**config.mk**
```make
export PLATFORM = sky130hd
export DESIGN_NAME = dac_wavegen
export DESIGN_NICKNAME = d
export VERILOG_FILES = /design/src/rtl/dac_wavegen_pkg.sv /design/src/rtl/dac_dwell_timer.sv /design/src/rtl/dac_pattern_seq.sv /design/src/rtl/dac_sine_rom.sv /design/src/rtl/dac_wavegen.sv
export SDC_FILE = /design/constraint.sdc
export NUM_CORES = 1
export LEC_CHECK = 0
export CORE_UTILIZATION = 30
export DETAILED_ROUTE_END_ITERATION = 8
export GPL_TIMING_DRIVEN = 1
export PLACE_DENSITY = 0.52
export SYNTH_ARGS = -nofsm -noshare
export SYNTH_HDL_FRONTEND = slang
export SYNTH_SLANG_ARGS = --single-unit
```
**constraint.sdc**
```tcl
create_clock -name clk -period 6.36 [get_ports clk]
set_input_delay 1.272 -clock clk [delete_from_list [all_inputs] [get_ports clk]]
set_output_delay 1.272 -clock clk [all_outputs]
set_load 0.05 [all_outputs]
```
**src/rtl/dac_wavegen_pkg.sv**
```systemverilog
package dac_wavegen_pkg;

    localparam int LEVEL_W    = 8;
    localparam int CODE_W     = 2 * LEVEL_W;
    localparam int IDX_W      = 8;
    localparam int SAW_LEN    = 1 << LEVEL_W;
    localparam int SINE_LEN   = 1 << IDX_W;
    localparam int SETTLE_LEN = 6;
    localparam int SINE_QTR   = SINE_LEN / 4;
    localparam int SINE_MID   = 1 << (LEVEL_W - 1);
    localparam int SINE_AMP   = SINE_MID - 1;

    typedef enum logic [1:0] {
        WAVE_PARK   = 2'b00,
        WAVE_SETTLE = 2'b01,
        WAVE_SAW    = 2'b10,
        WAVE_SINE   = 2'b11
    } wave_e;

    typedef struct packed {
        wave_e wave;
        logic  wide;
    } wave_cfg_t;

    function automatic int unsigned period_len(wave_e w);
        case (w)
            WAVE_SETTLE: return SETTLE_LEN;
            WAVE_SAW:    return SAW_LEN;
            WAVE_SINE:   return SINE_LEN;
            default:     return 1;
        endcase
    endfunction

    function automatic logic [LEVEL_W-1:0] settle_level(logic [IDX_W-1:0] step);
        case (step)
            8'd0:    return 8'h00;
            8'd1:    return 8'hFF;
            8'd2:    return 8'h00;
            8'd3:    return 8'h7F;
            8'd4:    return 8'h80;
            default: return 8'h7F;
        endcase
    endfunction

    function automatic logic [LEVEL_W-1:0] quarter_amp(int q);
        return LEVEL_W'((q * (2 * SINE_QTR - q) * SINE_AMP) / (SINE_QTR * SINE_QTR));
    endfunction

    function automatic wave_cfg_t resolve_cfg(logic [1:0] sel, logic wide);
        wave_cfg_t c;
        c.wave = wave_e'(sel);
        c.wide = wide;
        if (c.wave == WAVE_SINE && !wide) c.wave = WAVE_PARK;
        return c;
    endfunction

endpackage

```
**src/rtl/dac_dwell_timer.sv**
```systemverilog
module dac_dwell_timer #(
    parameter int DWELL_CYCLES = 2050
) (
    input  logic clk,
    input  logic rst,
    output logic tick,
    output logic first
);
    localparam int CNT_W = $clog2(DWELL_CYCLES + 1);

    logic [CNT_W-1:0] cnt;

    assign tick  = (cnt == CNT_W'(DWELL_CYCLES - 1));
    assign first = (cnt == '0);

    always_ff @(posedge clk) begin
        if (rst)       cnt <= '0;
        else if (tick) cnt <= '0;
        else           cnt <= cnt + 1'b1;
    end

    // dwell counter never passes its limit
    assert_dwell_bound_R8: assert property (@(posedge clk) disable iff (rst)
        32'(cnt) < DWELL_CYCLES);

endmodule

```
**src/rtl/dac_pattern_seq.sv**
```systemverilog
module dac_pattern_seq
    import dac_wavegen_pkg::*;
(
    input  logic             clk,
    input  logic             rst,
    input  logic             tick,
    input  logic [1:0]       wave_sel,
    input  logic             wide_sel,
    output wave_cfg_t        act,
    output logic [IDX_W-1:0] idx
);
    logic last;

    assign last = (32'(idx) == period_len(act.wave) - 32'd1);

    always_ff @(posedge clk) begin
        if (rst) begin
            act.wave <= WAVE_PARK;
            act.wide <= 1'b0;
            idx      <= '0;
        end else if (tick) begin
            if (last) begin
                act <= resolve_cfg(wave_sel, wide_sel);
                idx <= '0;
            end else begin
                idx <= idx + 1'b1;
            end
        end
    end

    // index stays within the active period
    assert_idx_in_period_R3: assert property (@(posedge clk) disable iff (rst)
        32'(idx) < period_len(act.wave));

    // configuration is switched only at a period boundary
    assert_cfg_at_boundary_R10: assert property (@(posedge clk) disable iff (rst)
        !$stable(act) |-> (idx == '0));

    // sine is never running with narrow drive
    assert_sine_wide_only_R6: assert property (@(posedge clk) disable iff (rst)
        (act.wave == WAVE_SINE) |-> act.wide);

endmodule

```
**src/rtl/dac_sine_rom.sv**
```systemverilog
module dac_sine_rom
    import dac_wavegen_pkg::*;
(
    input  logic [IDX_W-1:0]   idx,
    output logic [LEVEL_W-1:0] level
);
    localparam int HALF = 2 * SINE_QTR;

    logic [LEVEL_W-1:0] quarter [0:SINE_QTR];

    generate
        for (genvar i = 0; i <= SINE_QTR; i++) begin : g_quarter
            assign quarter[i] = quarter_amp(i);
        end
    endgenerate

    logic [IDX_W-2:0]   h;
    logic [IDX_W-2:0]   q;
    logic [LEVEL_W-1:0] amp;

    always_comb begin
        h     = idx[IDX_W-2:0];
        q     = h[IDX_W-2] ? (IDX_W-1)'(HALF - int'(h)) : h;
        amp   = quarter[q];
        level = idx[IDX_W-1] ? LEVEL_W'(SINE_MID - int'(amp))
                             : LEVEL_W'(SINE_MID + int'(amp));
    end

endmodule

```
**src/rtl/dac_wavegen.sv**
```systemverilog
module dac_wavegen
    import dac_wavegen_pkg::*;
#(
    parameter int DWELL_CYCLES = 2050
) (
    input  logic              clk,
    input  logic              rst,
    input  logic [1:0]        wave_sel,
    input  logic              wide_sel,
    output logic [CODE_W-1:0] dac_code,
    output logic              period_sync
);
    logic               tick;
    logic               first;
    wave_cfg_t          act;
    logic [IDX_W-1:0]   idx;
    logic [LEVEL_W-1:0] sine_level;
    logic [LEVEL_W-1:0] level;

    dac_dwell_timer #(.DWELL_CYCLES(DWELL_CYCLES)) u_timer (
        .clk   (clk),
        .rst   (rst),
        .tick  (tick),
        .first (first)
    );

    dac_pattern_seq u_seq (
        .clk      (clk),
        .rst      (rst),
        .tick     (tick),
        .wave_sel (wave_sel),
        .wide_sel (wide_sel),
        .act      (act),
        .idx      (idx)
    );

    dac_sine_rom u_sine (
        .idx   (idx),
        .level (sine_level)
    );

    always_comb begin
        case (act.wave)
            WAVE_SAW:    level = idx[LEVEL_W-1:0];
            WAVE_SETTLE: level = settle_level(idx);
            WAVE_SINE:   level = sine_level;
            default:     level = '0;
        endcase
        dac_code = act.wide ? {level, {LEVEL_W{1'b0}}} : {{LEVEL_W{1'b0}}, level};
    end

    assign period_sync = first && (idx == '0) && (act.wave != WAVE_PARK);

    // code holds still for the whole dwell
    assert_code_held_R8: assert property (@(posedge clk) disable iff (rst)
        !first |-> $stable(dac_code));

    // sync never lasts longer than one cycle
    assert_sync_single_R9: assert property (@(posedge clk) disable iff (rst)
        period_sync |=> !period_sync);

    // narrow drive keeps the upper byte quiet
    assert_narrow_upper_zero_R7: assert property (@(posedge clk) disable iff (rst)
        !act.wide |-> (dac_code[CODE_W-1:LEVEL_W] == '0));

endmodule

```
Word level (Yosys, flattened, before mapping) --
Memories as Yosys holds them, arrays and structs flattened. Index checks and enable logic that the tools add are counted. Widths: inputs -> output; s select.
Storage, ports and cells: memories kept 1, output and inout bits 17, input bits 5, bits in read-only memories 1024, register bits after elaboration 23, logic and storage cells 43
Memories:
- (no name shown) | words 128, width 8, rd ports 1, clocked after Yosys merged registers in 0, write ports 0, RTL line dac_sine_rom.sv:24 | amp = quarter[q];
Operators by class: bitwise logic cells 1, add/subtract/negate cells 6, equal/unequal tests 9, order comparisons 1, reductions and logical operators 11, muxes and demuxes 10
Operator list (number):
- $pmux 8 s3 | 2
- $eq 8x32->1 | 1
- $mux 8 | 4
- $pmux 9 s2 | 1
- $mux 16 | 1
- $add 12x1->12 const B | 1
- $eq 12x12->1 const B | 1
- $logic_not 12->1 | 1
- $sub 9x1->10 const B | 1
- $add 8x1->8 const B | 1
- $add 8x8->8 const A | 1
- $eq 8x1->1 const B | 1
- $eq 8x2->1 const B | 1
- $eq 8x3->1 const B | 1
- $ge 8x8->1 const B | 1
- $logic_not 8->1 | 1
- $not 7->8 | 1
- $sub 8x8->8 const A | 1
- $mux 7 | 1
- $sub 1x7->7 const A | 1
- $eq 2x2->1 const B | 3
- $reduce_or 2->1 | 3
- $logic_and 1x1->1 | 3
- $eq 2x1->1 const B | 1
- other kinds (4) | 4

Depth between registers and ports, before layout --
Gate-level depths: netlist of the first run.
depth in word-level cells 10, mapped depth 19

By module --
A second synthesis of the first run with hierarchy kept.
Unflattened totals: cells, all modules 362, area total of the unflattened synthesis 2787.7 um2
Modules (own cells, without submodules):
- dac_sine_rom | cells an instance 196, area each 1306.3 um2, times used 1
- dac_dwell_timer | cells an instance 64, area each 624.3 um2, times used 1
- dac_pattern_seq | cells an instance 59, area each 550.5 um2, times used 1
- dac_wavegen | cells an instance 43, area each 306.5 um2, times used 1

Worst setup path after synthesis of the first run --
No wires, ideal clock.
path type reg2out, from register u_seq.idx[1], to output port dac_code[6], buffers on the path 3, cell stages (with the launch flop) 20, data arrival time 4796 ps, path slack 292 ps, cells stage by stage dfxtp_1 clkbuf_1 inv_1 ha_1 clkbuf_1 nand2_1 nand2_1 ha_1 clkbuf_1 nor2_1 a2111oi_0 o21ai_0 o211ai_1 o21a_1 and2_1 ha_1 and3_1 a31oi_1 xnor2_1 o31ai_1
On the way: longest elaborated chain between the ends 10, elaborated cells between the ends (all ways) 17, those cells by class add/sub (3); eq/ne (3); mux (7); bitwise (1); reduce/logical (2); memory (1)
RTL lines:
- start: declaration | RTL line dac_pattern_seq.sv:10 | output logic [IDX_W-1:0] idx
- start signal: assignment | RTL line dac_pattern_seq.sv:26 | idx <= idx + 1'b1;
- $sub 1x7->7 | RTL line dac_sine_rom.sv:23 | q = h[IDX_W-2] ? (IDX_W-1)'(HALF - int'(h)) : h;
- $mux 7 | RTL line dac_sine_rom.sv:23
- $not 7->8 (implied by the code) | RTL line dac_sine_rom.sv:24
- $mem_v2 128x8
- $mux 8 (implied by the code) (2 in series) | RTL line dac_sine_rom.sv:24
- $add 8x8->8 / $sub 8x8->8 (equally long branches) | RTL line dac_sine_rom.sv:26, dac_sine_rom.sv:25
- $mux 8 | RTL line dac_sine_rom.sv:25 | level = idx[IDX_W-1] ? LEVEL_W'(SINE_MID - int'(amp))
- $pmux 8 s3 (*) | RTL line dac_wavegen.sv:43 | case (act.wave)
- $mux 16 (*) | RTL line dac_wavegen.sv:49 | dac_code = act.wide ? {level, {LEVEL_W{1'b0}}} : {{LEVEL_W{1'b0}}, level};
- end: declaration | RTL line dac_wavegen.sv:10 | output logic [CODE_W-1:0] dac_code,
Mark *: on every way between the ends. The rest lies on a longest branch, timed or not. The select of a mux whose other input is x is not followed.

Worst setup path after layout of the first run --
from register u_seq.idx[0], to output port dac_code[5]
The elaborated chain is that of the path after synthesis.

==> results.toml, run 1 <==
[outcome]
outcome = "complete, no violations"

[cts]
cts_tree = "yes"
h-tree-depth = 1
cts.sinks = 23
cts_buffers = 3
ctsRootBufferMaster = "clkbuf_8"
cts_resized = 0
clock_path_buffers = 2
hold_buffers = 0
post_cts_buffers = 0
path_clk_slew_ns = 0.08
clock_latency_ns = 0.26

[sta]
period_share_pct = 91.7
clock_skew_ns = 0.00467
max_freq_mhz = 171
setup_viol = 0
hold_viol_final = 0
min_period_ns = 5.83
tns_ns = 0
worst_slack_ns = 0.527
worst_slew_pin_slew_ns = 0.883
slew_viol_final = 0
slew_headroom_pct = 41.0
rsz0062_at_grt = "false"

[yosys]
synth_edf_count = 0
synth_area_per_cell_um2 = 7.04
synth_async_sr_flop_share_pct = 0
synth_top_area_share_pct = 16.4
ys_ff_latch = 23
ys_seq_area_share_pct = 16.4
yosysTopAreaCell = "dfxtp_1"
syn_inst = 399
synth_cell_types = 66
synth_ff_type = "dfxtp_1"
ys_top_cells_by_area = "dfxtp_1, nor2_1, ha_1, a21oi_1, nand2_1"
syn-num-nets = 416
yosys_warnings = 0
synth_area_um2 = 2810

[setup_path]
r2r_slack_ns = 4.07
reg2regPathDepth = 8
required_ns = 5.09
crit_top_cell = "a31oi_1"
critPathKind = "reg -> out"
path_cells = "inv_1 > ha_1 > or3b_1 > a221oi_4 > nand2_1 > o21ai_0 > a31oi_1 > a211oi_2 > and2_1 > a31oi_1 > a21oi_1 > clkdlybuf4s50_1"
crit_family = "compound AO/OA/AOI/OAI gates"
slowest_delay_ns = 0.83
crit_path_start_kind = "flop"
path_buf_inv = 2
rr_startpoint = "u_seq.idx[3]$_SDFFE_PP0N_"
cp-end-kind = "output port"
critPathLaunch = "u_seq.idx[0]$_SDFFE_PP0N_"
critPathMaxFanout = 11
cp.arrival_ns = 4.56
cp_slowest_cell = "clkdlybuf4s50_1"
r2r_end = "u_seq.idx[2]$_SDFFE_PP0N_"

[placed_design]
gp_congestion = 0.897
port_buffers = 21
dp_slack_ns = 0.816
hpwl_mm = 5.95

[cells_and_area]
area_growth_pct = 11.5
antenna_cells = 0
drive_gt1_share_pct = 8.96
fin_nets = 420

[global_routing]
grt_pass1_wl_mm = 13.5
antenna_found_initial = 0
track_usage_pct = 16.8
gr-total-overflow = 0
grt_max_degree = 21
grt_pass1_vias = 2672

[floorplan]
dieArea_um2 = 9750
fp.dieW_um = 98.8
start_util_pct = 31.6
std_cell_rows = 34
io_pins = 22
core_um2 = 8890
die_h_um = 98.8

[route]
avgRoutedWirePerCell_um = 15.7
drt_iter0_drc = 297
drc = 0
dr.pass1.iters = 4
vias = 2937
ant_nets = 0
viasPerCell = 5.76
routed_wl_mm = 8.00

[pwr]
irDropWorstVdd_mv = 0.0950
power.density_nw_per_um2 = 79.0
leakage_uw = 0.00107

[run]
cap_violations = 0

[min_path]
min_path_type = "reg -> reg"
min_from = "u_timer.cnt[0]$_SDFF_PP0_"
min_path_cells = 1
hold-path-endpoint = "u_timer.cnt[0]$_SDFF_PP0_"
-- per-stage QoR --
stage               hold slack, ns  cells  area [um^2]  total power (uW)  util, %
floorplan                    0.452    399         2810               157        -
global placement             0.484    506         3090               162     34.7
detailed placement           0.487    506         3090               162     34.7
CTS                          0.508    510         3130               254     35.2
global route                 0.565    510         3130               262     35.2
finish                       0.505    510         3130               247     35.2
-- flip-flops by register name (all words and copies together), names as in the netlist --
| signal | cells |
|---|---|
| u_seq.idx | 8 |
| u_timer.cnt | 12 |
| u_seq.act | 3 |
-- final cells by class --
cell class / count / area (um^2)
Timing Repair Buffer: 29 / 280
Inverter: 15 / 56.3
Clock buffer: 3 / 41.3
Sequential cell: 23 / 460
Multi-Input combinational cell: 331 / 2150
Clock inverter: 1 / 5.00
Fill cell: 932 / 5760
Tap cell: 108 / 135
-- cells in the mapped netlist, types with 2 or more instances --
cell type	count
nand4_1	5
o21ai_0	20
xnor2_1	14
or2_2	3
a41oi_1	2
o31ai_1	4
o21a_1	2
a221o_1	2
buf_4	3
a221oi_1	2
a21oi_1	28
nand2b_1	5
nand3_1	11
ha_1	12
or3_1	3
and2_1	5
xor2_1	11
o31ai_4	2
nor4bb_1	2
and3_1	8
inv_1	13
buf_2	12
o211ai_1	10
a211oi_1	7
nand2_1	36
nor2_1	50
xnor2_2	4
o221ai_1	2
or3b_1	2
nor2b_1	8
o211a_1	3
clkbuf_1	14
a22oi_1	2
dfxtp_1	23
nand3b_1	2
a31oi_1	14
nor3_1	18
o22ai_1	3
o2111ai_1	4
nor4_1	2
-- cells by family (layout without fill, tap and decap cells) --
kind of cell | count (synthesis) | count (layout) | synth area share [%]
AO/OA/AOI/OAI | 122 | 122 | 31.4
buffers and inverters | 45 | 48 | 6.95
flip-flops | 23 | 23 | 16.4
adder cells (fa/ha/maj) | 12 | 12 | 5.35
AND/OR/NAND/NOR | 167 | 167 | 29.4
XOR/XNOR | 29 | 29 | 10.1
multiplexers | 1 | 1 | 0.356
-- worst max-delay path by stage --
stage,depth (start not counted),end
4_1_cts,12,dac_code[5]
2_1_floorplan,19,dac_code[6]
6_report,12,dac_code[5]
3_5_place_dp,12,dac_code[5]
3_3_place_gp,12,dac_code[5]
5_1_grt,12,dac_code[5]
-- report_power, final --
group          internal, uW  switching [uW]
clock network          43.7            45.4
logic                  5.01            5.67
registers               146            2.01
-- cells in the final DEF, fill, tap and decap left out, drive strengths merged, types with 10 or more instances in the layout --
master	Yosys	final
a31oi	15	15
o21ai	20	20
xor2	11	11
buf	16	14
xnor2	18	18
inv	14	14
ha	12	12
a21oi	28	28
o211ai	10	10
nand2	36	36
nor2	50	50
nand3	11	11
clkdlybuf4s50	0	15
nor3	18	18
dfxtp	23	23
-- metal layers --
layer | vias to the layer above | share of wire, % | GRT usage [%]
met3 | 14 | 5.9 | 1.84
li1 | 1470 | - | -
met5 | - | 0 | 0
met4 | 0 | 2.3 | 6.20
met2 | 93 | 45 | 26.4
met1 | 1360 | 46 | 23.5
No activity file was read; power rests on OpenSTA's default activity.
==> run 2: changes to the inputs <==
--- a/config.mk
+++ b/config.mk
@@ -8,7 +8,7 @@
 export CORE_UTILIZATION = 30
 export DETAILED_ROUTE_END_ITERATION = 8
 export GPL_TIMING_DRIVEN = 1
-export PLACE_DENSITY = 0.52
+export PLACE_DENSITY = 0.53
 export SYNTH_ARGS = -nofsm -noshare
 export SYNTH_HDL_FRONTEND = slang
 export SYNTH_SLANG_ARGS = --single-unit
==> constraint.sdc (replaced) <==
create_clock -name clk -period 4.8 [get_ports clk]
set_input_delay 0.96 -clock clk [delete_from_list [all_inputs] [get_ports clk]]
set_output_delay 0.96 -clock clk [all_outputs]
set_load 0.05 [all_outputs]
==> run 2 against run 1 <==
Largest cell class unchanged. Hold slack hardly changed. Via count increased by 2.5%. Global-route usage decreased by 0.23 points. Clock skew grew 0.0022 ns. Sequential power rose by 32%. Critical endpoint is now dac_code[6]. Die area did not move. Largest power group unchanged.
==> results.toml, run 2 (same netlist as run 1, synthesis figures left out) <==
[cells_and_area]
drive_gt1_share_pct = 20.0
largest_reg_flops = 12
area_growth_pct = 21.3
fillCellCount = 942
antenna_cells = 0
reg_top3 = "u_timer.cnt x12, u_seq.idx x8, u_seq.act x3"
mostFrequentLayoutCells = "nor2_1, nand2_1, buf_4"
fin_nets = 434
final_common_cell = "nor2_1"
register_area_um2 = 465
multi_input_area_um2 = 2270
top_register = "u_timer.cnt"

[route]
viasPerCell = 5.74
ant_nets = 0
drt_iter0_drc = 210
dr.pass1.iters = 4
drc = 0
vias = 3009
avgRoutedWirePerCell_um = 15.9
routed_wl_mm = 8.33

[cts]
cts.sinks = 23
hold_buffers = 0
clock_latency_ns = 0.26
h-tree-depth = 1
clock_path_buffers = 2
cts_buffers = 3
cts_tree = "yes"
ctsRootBufferMaster = "clkbuf_8"
path_clk_slew_ns = 0.08

[pwr]
p_seq_share_pct = 59.6
power.density_nw_per_um2 = 96.3
irDropWorstVdd_mv = 0.136
cell_internal_pwr_uw = 257
leakage_uw = 0.00118
total_power_uw = 328
p_clk_share_pct = 36.0
pwr-share-comb_pct = 4.4
p_sw_uw = 70.6
p_sw_share_pct = 21.5

[sta]
max_freq_mhz = 214
period_share_pct = 97.4
min_period_ns = 4.68
worst_slew_pin_slew_ns = 0.917
setup_viol = 0
slew_headroom_pct = 38.8
slew_viol_final = 0
clock_skew_ns = 0.00686
tns_ns = 0
hold_viol_final = 0

[setup_path]
r2r_end = "u_seq.act[2]$_SDFFE_PP0P_"
slowest_delay_ns = 0.49
critPathKind = "reg -> out"
crit_path_start_kind = "flop"
reg2regPathDepth = 8
rr_startpoint = "u_seq.idx[0]$_SDFFE_PP0N_"
path_cells = "inv_2 > ha_1 > buf_4 > nand3b_1 > a21oi_2 > nor3_1 > or3b_2 > a311oi_2 > o21a_2 > ha_4 > and3_1 > a31oi_1 > xnor2_2 > o31ai_4 > buf_12"
cp.arrival_ns = 3.72
cp-end-kind = "output port"
cp_slowest_cell = "or3b_2"
required_ns = 3.84
critPathMaxFanout = 13
r2r_slack_ns = 2.62

[min_path]
min_from = "u_timer.cnt[0]$_SDFF_PP0_"
min_path_cells = 1
min_path_type = "reg -> reg"
hold-path-endpoint = "u_timer.cnt[0]$_SDFF_PP0_"

[placed_design]
port_buffers = 21
gp_congestion = 0.872
hpwl_mm = 6.20

[floorplan]
fp.dieW_um = 98.8
dieArea_um2 = 9750
io_pins = 22
std_cell_rows = 34
die_h_um = 98.8
start_util_pct = 31.6
core_um2 = 8890

[global_routing]
gr-total-overflow = 0
grt_pass1_vias = 2675
track_usage_pct = 16.5
antenna_found_initial = 0
grt_max_degree = 23
grt_pass1_wl_mm = 13.2

[outcome]
outcome = "complete, no violations"

[run]
cap_violations = 0
[run 2: metal layers]
layer / global-route usage, % / vias to the layer above / wire length (um)
li1: - / 1495 / -
met1: 22.4 / 1409 / 3870
met2: 27.7 / 90 / 3960
met3: 2.20 / 15 / 353
met4: 3.90 / 0 / 140
met5: 0 / - / 0
[run 2: worst max-delay path by stage]
stage | cells after the start | startpoint | slack [ns] | end
2_1_floorplan | 19 | u_seq.idx[1]$_SDFFE_PP0N_ | 0.04 | dac_code[6]
3_3_place_gp | 13 | u_seq.idx[1]$_SDFFE_PP0N_ | 0.27 | dac_code[6]
3_5_place_dp | 13 | u_seq.idx[1]$_SDFFE_PP0N_ | 0.23 | dac_code[6]
4_1_cts | 15 | u_seq.idx[0]$_SDFFE_PP0N_ | 0.04 | dac_code[14]
5_1_grt | 15 | u_seq.idx[0]$_SDFFE_PP0N_ | -0.02 | dac_code[6]
6_report | 15 | u_seq.idx[0]$_SDFFE_PP0N_ | 0.12 | dac_code[6]
[run 2: cell type report]
class | count | area share (%)
clock buffer | 3 | 1.21
timing repair buffer | 43 | 12.8
inverter | 15 | 1.65
clock inverter | 1 | 0.147
tap | 108 | 3.97
sequential | 23 | 13.7
multi-input combinational | 331 | 66.6
[run 2: metrics by stage]
stage	hold WS, ns	instance area (um^2)	util [%]	std cells	setup slack, ns
finish	0.506	3410	38.3	524	0.122
floorplan	0.452	2840	-	399	0.0353
global placement	0.482	3250	36.6	518	0.271
detailed placement	0.487	3250	36.6	518	0.234
CTS	0.507	3300	37.1	522	0.0412
global route	0.522	3410	38.3	524	-0.0167
[run 2: power by group through the flow]
stage	Sequential [uW]	Combinational, uW	Clock [uW]
6_report	196	14.3	118
3_5_place_dp	200	14.6	0
2_1_floorplan	199	8.35	0
5_1_grt	196	16.5	129
4_1_cts	196	14.7	122
3_3_place_gp	200	14.3	0
[run 2: what timing repair did]
item,in CTS,in global routing
pin swaps,0,5
endpoints found under the setup margin,4,10
gates resized for setup,1,22
setup buffers,0,2
[run 2: worst max-delay path: cells and delay by family (launching register included)]
kind / cells / cell delay [ns]
AO/OA/AOI/OAI: 5 / 1.04
XOR/XNOR: 1 / 0.22
adder cells (fa/ha/maj): 2 / 0.48
buffers and inverters: 3 / 0.43
flip-flops: 1 / 0.37
AND/OR/NAND/NOR: 4 / 0.88
==> run 3: changes to the inputs <==
--- a/config.mk
+++ b/config.mk
@@ -9,6 +9,7 @@
 export DETAILED_ROUTE_END_ITERATION = 8
 export GPL_TIMING_DRIVEN = 1
 export PLACE_DENSITY = 0.53
+export SKIP_CTS_REPAIR_TIMING = 1
 export SYNTH_ARGS = -nofsm -noshare
 export SYNTH_HDL_FRONTEND = slang
 export SYNTH_SLANG_ARGS = --single-unit
==> run 3 against run 2 <==
Sequential cell count unchanged. First-iteration DRC count up 2.4%. Via count unchanged. Clock skew down 0.0011 ns. Maximum frequency up 0.14%. Cell area unchanged. Critical endpoint unchanged.
==> results.toml, run 3 (same netlist as run 1, synthesis figures left out) <==
[sta]
min_period_ns = 4.67
max_freq_mhz = 214
period_share_pct = 97.3
slew_viol_final = 0
setup_viol = 0
hold_viol_final = 0
tns_ns = 0
worst_slew_pin_slew_ns = 0.887
clock_skew_ns = 0.00579
slew_headroom_pct = 40.7

[run]
cap_violations = 0

[setup_path]
crit_path_start_kind = "flop"
critPathMaxFanout = 13
critPathKind = "reg -> out"
reg2regPathDepth = 8
critPathLaunch = "u_seq.idx[0]$_SDFFE_PP0N_"
cp-end-kind = "output port"
r2r_slack_ns = 2.61
r2r_end = "u_seq.act[2]$_SDFFE_PP0P_"
required_ns = 3.84
rr_startpoint = "u_seq.idx[0]$_SDFFE_PP0N_"
cp.arrival_ns = 3.71
crit_path_end = "dac_code[6]"

[floorplan]
std_cell_rows = 34
start_util_pct = 31.6
io_pins = 22
dieArea_um2 = 9750
fp.dieW_um = 98.8
die_h_um = 98.8
core_um2 = 8890

[outcome]
outcome = "complete, no violations"

[pwr]
power.density_nw_per_um2 = 96.1
irDropWorstVdd_mv = 0.137
leakage_uw = 0.00118

[cells_and_area]
largest_reg_flops = 12
antenna_cells = 0
register_area_um2 = 465
drive_gt1_share_pct = 20.0
stdcell_count = 524
fillCellCount = 942
area_growth_pct = 21.3
fin_area_um2 = 3410
mostFrequentLayoutCells = "nor2_1, nand2_1, buf_4"
fin_nets = 434
top_register = "u_timer.cnt"
final_common_cell = "nor2_1"
reg_top3 = "u_timer.cnt x12, u_seq.idx x8, u_seq.act x3"
multi_input_area_um2 = 2270

[placed_design]
gp_congestion = 0.872
hpwl_mm = 6.20
port_buffers = 21
placed_cell_area_um2 = 3250
placed_cells = 518

[route]
drt_iter0_drc = 215
vias = 3009
avgRoutedWirePerCell_um = 15.9
routed_wl_mm = 8.34
dr.pass1.iters = 4
ant_nets = 0
viasPerCell = 5.74
drc = 0

[cts]
cts_tree = "yes"
h-tree-depth = 1
clock_latency_ns = 0.26
cts_buffers = 3
clock_path_buffers = 2
path_clk_slew_ns = 0.08
ctsRootBufferMaster = "clkbuf_8"
cts.sinks = 23

[global_routing]
antenna_found_initial = 0
track_usage_pct = 16.5
grt_pass1_wl_mm = 13.2
grt_max_degree = 23
grt_pass1_vias = 2675
gr-total-overflow = 0

[min_path]
min_path_type = "reg -> reg"
-- run 3: cell counts in the layout (fill, tap and decap cells not counted) --
Identical to the previous run, type by type.
-- run 3: final cells by class --
cell class | instances | area share [%]
Clock buffer | 3 | 1.21
Tap cell | 108 | 3.97
Inverter | 15 | 1.65
Sequential cell | 23 | 13.7
Timing Repair Buffer | 43 | 12.8
Clock inverter | 1 | 0.147
Multi-Input combinational cell | 331 | 66.6
-- run 3: worst min-delay path by stage --
stage                                    startpoint                        end  slack, ns  cells past startpoint
after detailed placement  u_timer.cnt[0]$_SDFF_PP0_  u_timer.cnt[0]$_SDFF_PP0_       0.49                      1
after CTS                 u_timer.cnt[0]$_SDFF_PP0_  u_timer.cnt[0]$_SDFF_PP0_       0.51                      1
after global routing      u_timer.cnt[0]$_SDFF_PP0_  u_timer.cnt[0]$_SDFF_PP0_       0.52                      1
after global placement    u_timer.cnt[0]$_SDFF_PP0_  u_timer.cnt[0]$_SDFF_PP0_       0.48                      1
after floorplan           u_timer.cnt[0]$_SDFF_PP0_  u_timer.cnt[0]$_SDFF_PP0_       0.45                      1
final                     u_timer.cnt[0]$_SDFF_PP0_  u_timer.cnt[0]$_SDFF_PP0_       0.50                      1
-- run 3: metrics by stage --
| stage | utilization [%] | power, uW | hold slack, ns | setup slack [ns] |
|---|---|---|---|---|
| 2_1_floorplan | - | 208 | 0.452 | 0.0353 |
| 3_3_place_gp | 36.6 | 214 | 0.482 | 0.271 |
| 3_5_place_dp | 36.6 | 215 | 0.487 | 0.234 |
| 4_1_cts | 37.1 | 333 | 0.507 | -0.0589 |
| 5_1_grt | 38.3 | 342 | 0.522 | -0.0135 |
| 6_report | 38.3 | 327 | 0.503 | 0.129 |
-- run 3: where the power goes --
part | internal, uW | switching, uW
sequential | 193 | 2.72
combinational | 6.65 | 7.68
clock | 57.8 | 59.8
-- run 3: critical path, stage by stage, from the launching register on --
cell      delay, ns
dfxtp_2        0.37
inv_2          0.07
ha_1           0.32
buf_4          0.19
nand3b_1       0.20
a21oi_2        0.17
nor3_1         0.05
or3b_2         0.49
a311oi_2       0.26
o21a_2         0.22
ha_4           0.16
and3_1         0.14
a31oi_1        0.12
xnor2_2        0.22
o31ai_4        0.27
buf_12         0.17
-- run 3: layer usage --
layer	track usage (%)	wire [um]
met4	3.90	97
met1	22.4	3870
met3	2.20	381
met2	27.7	3990
met5	0	0
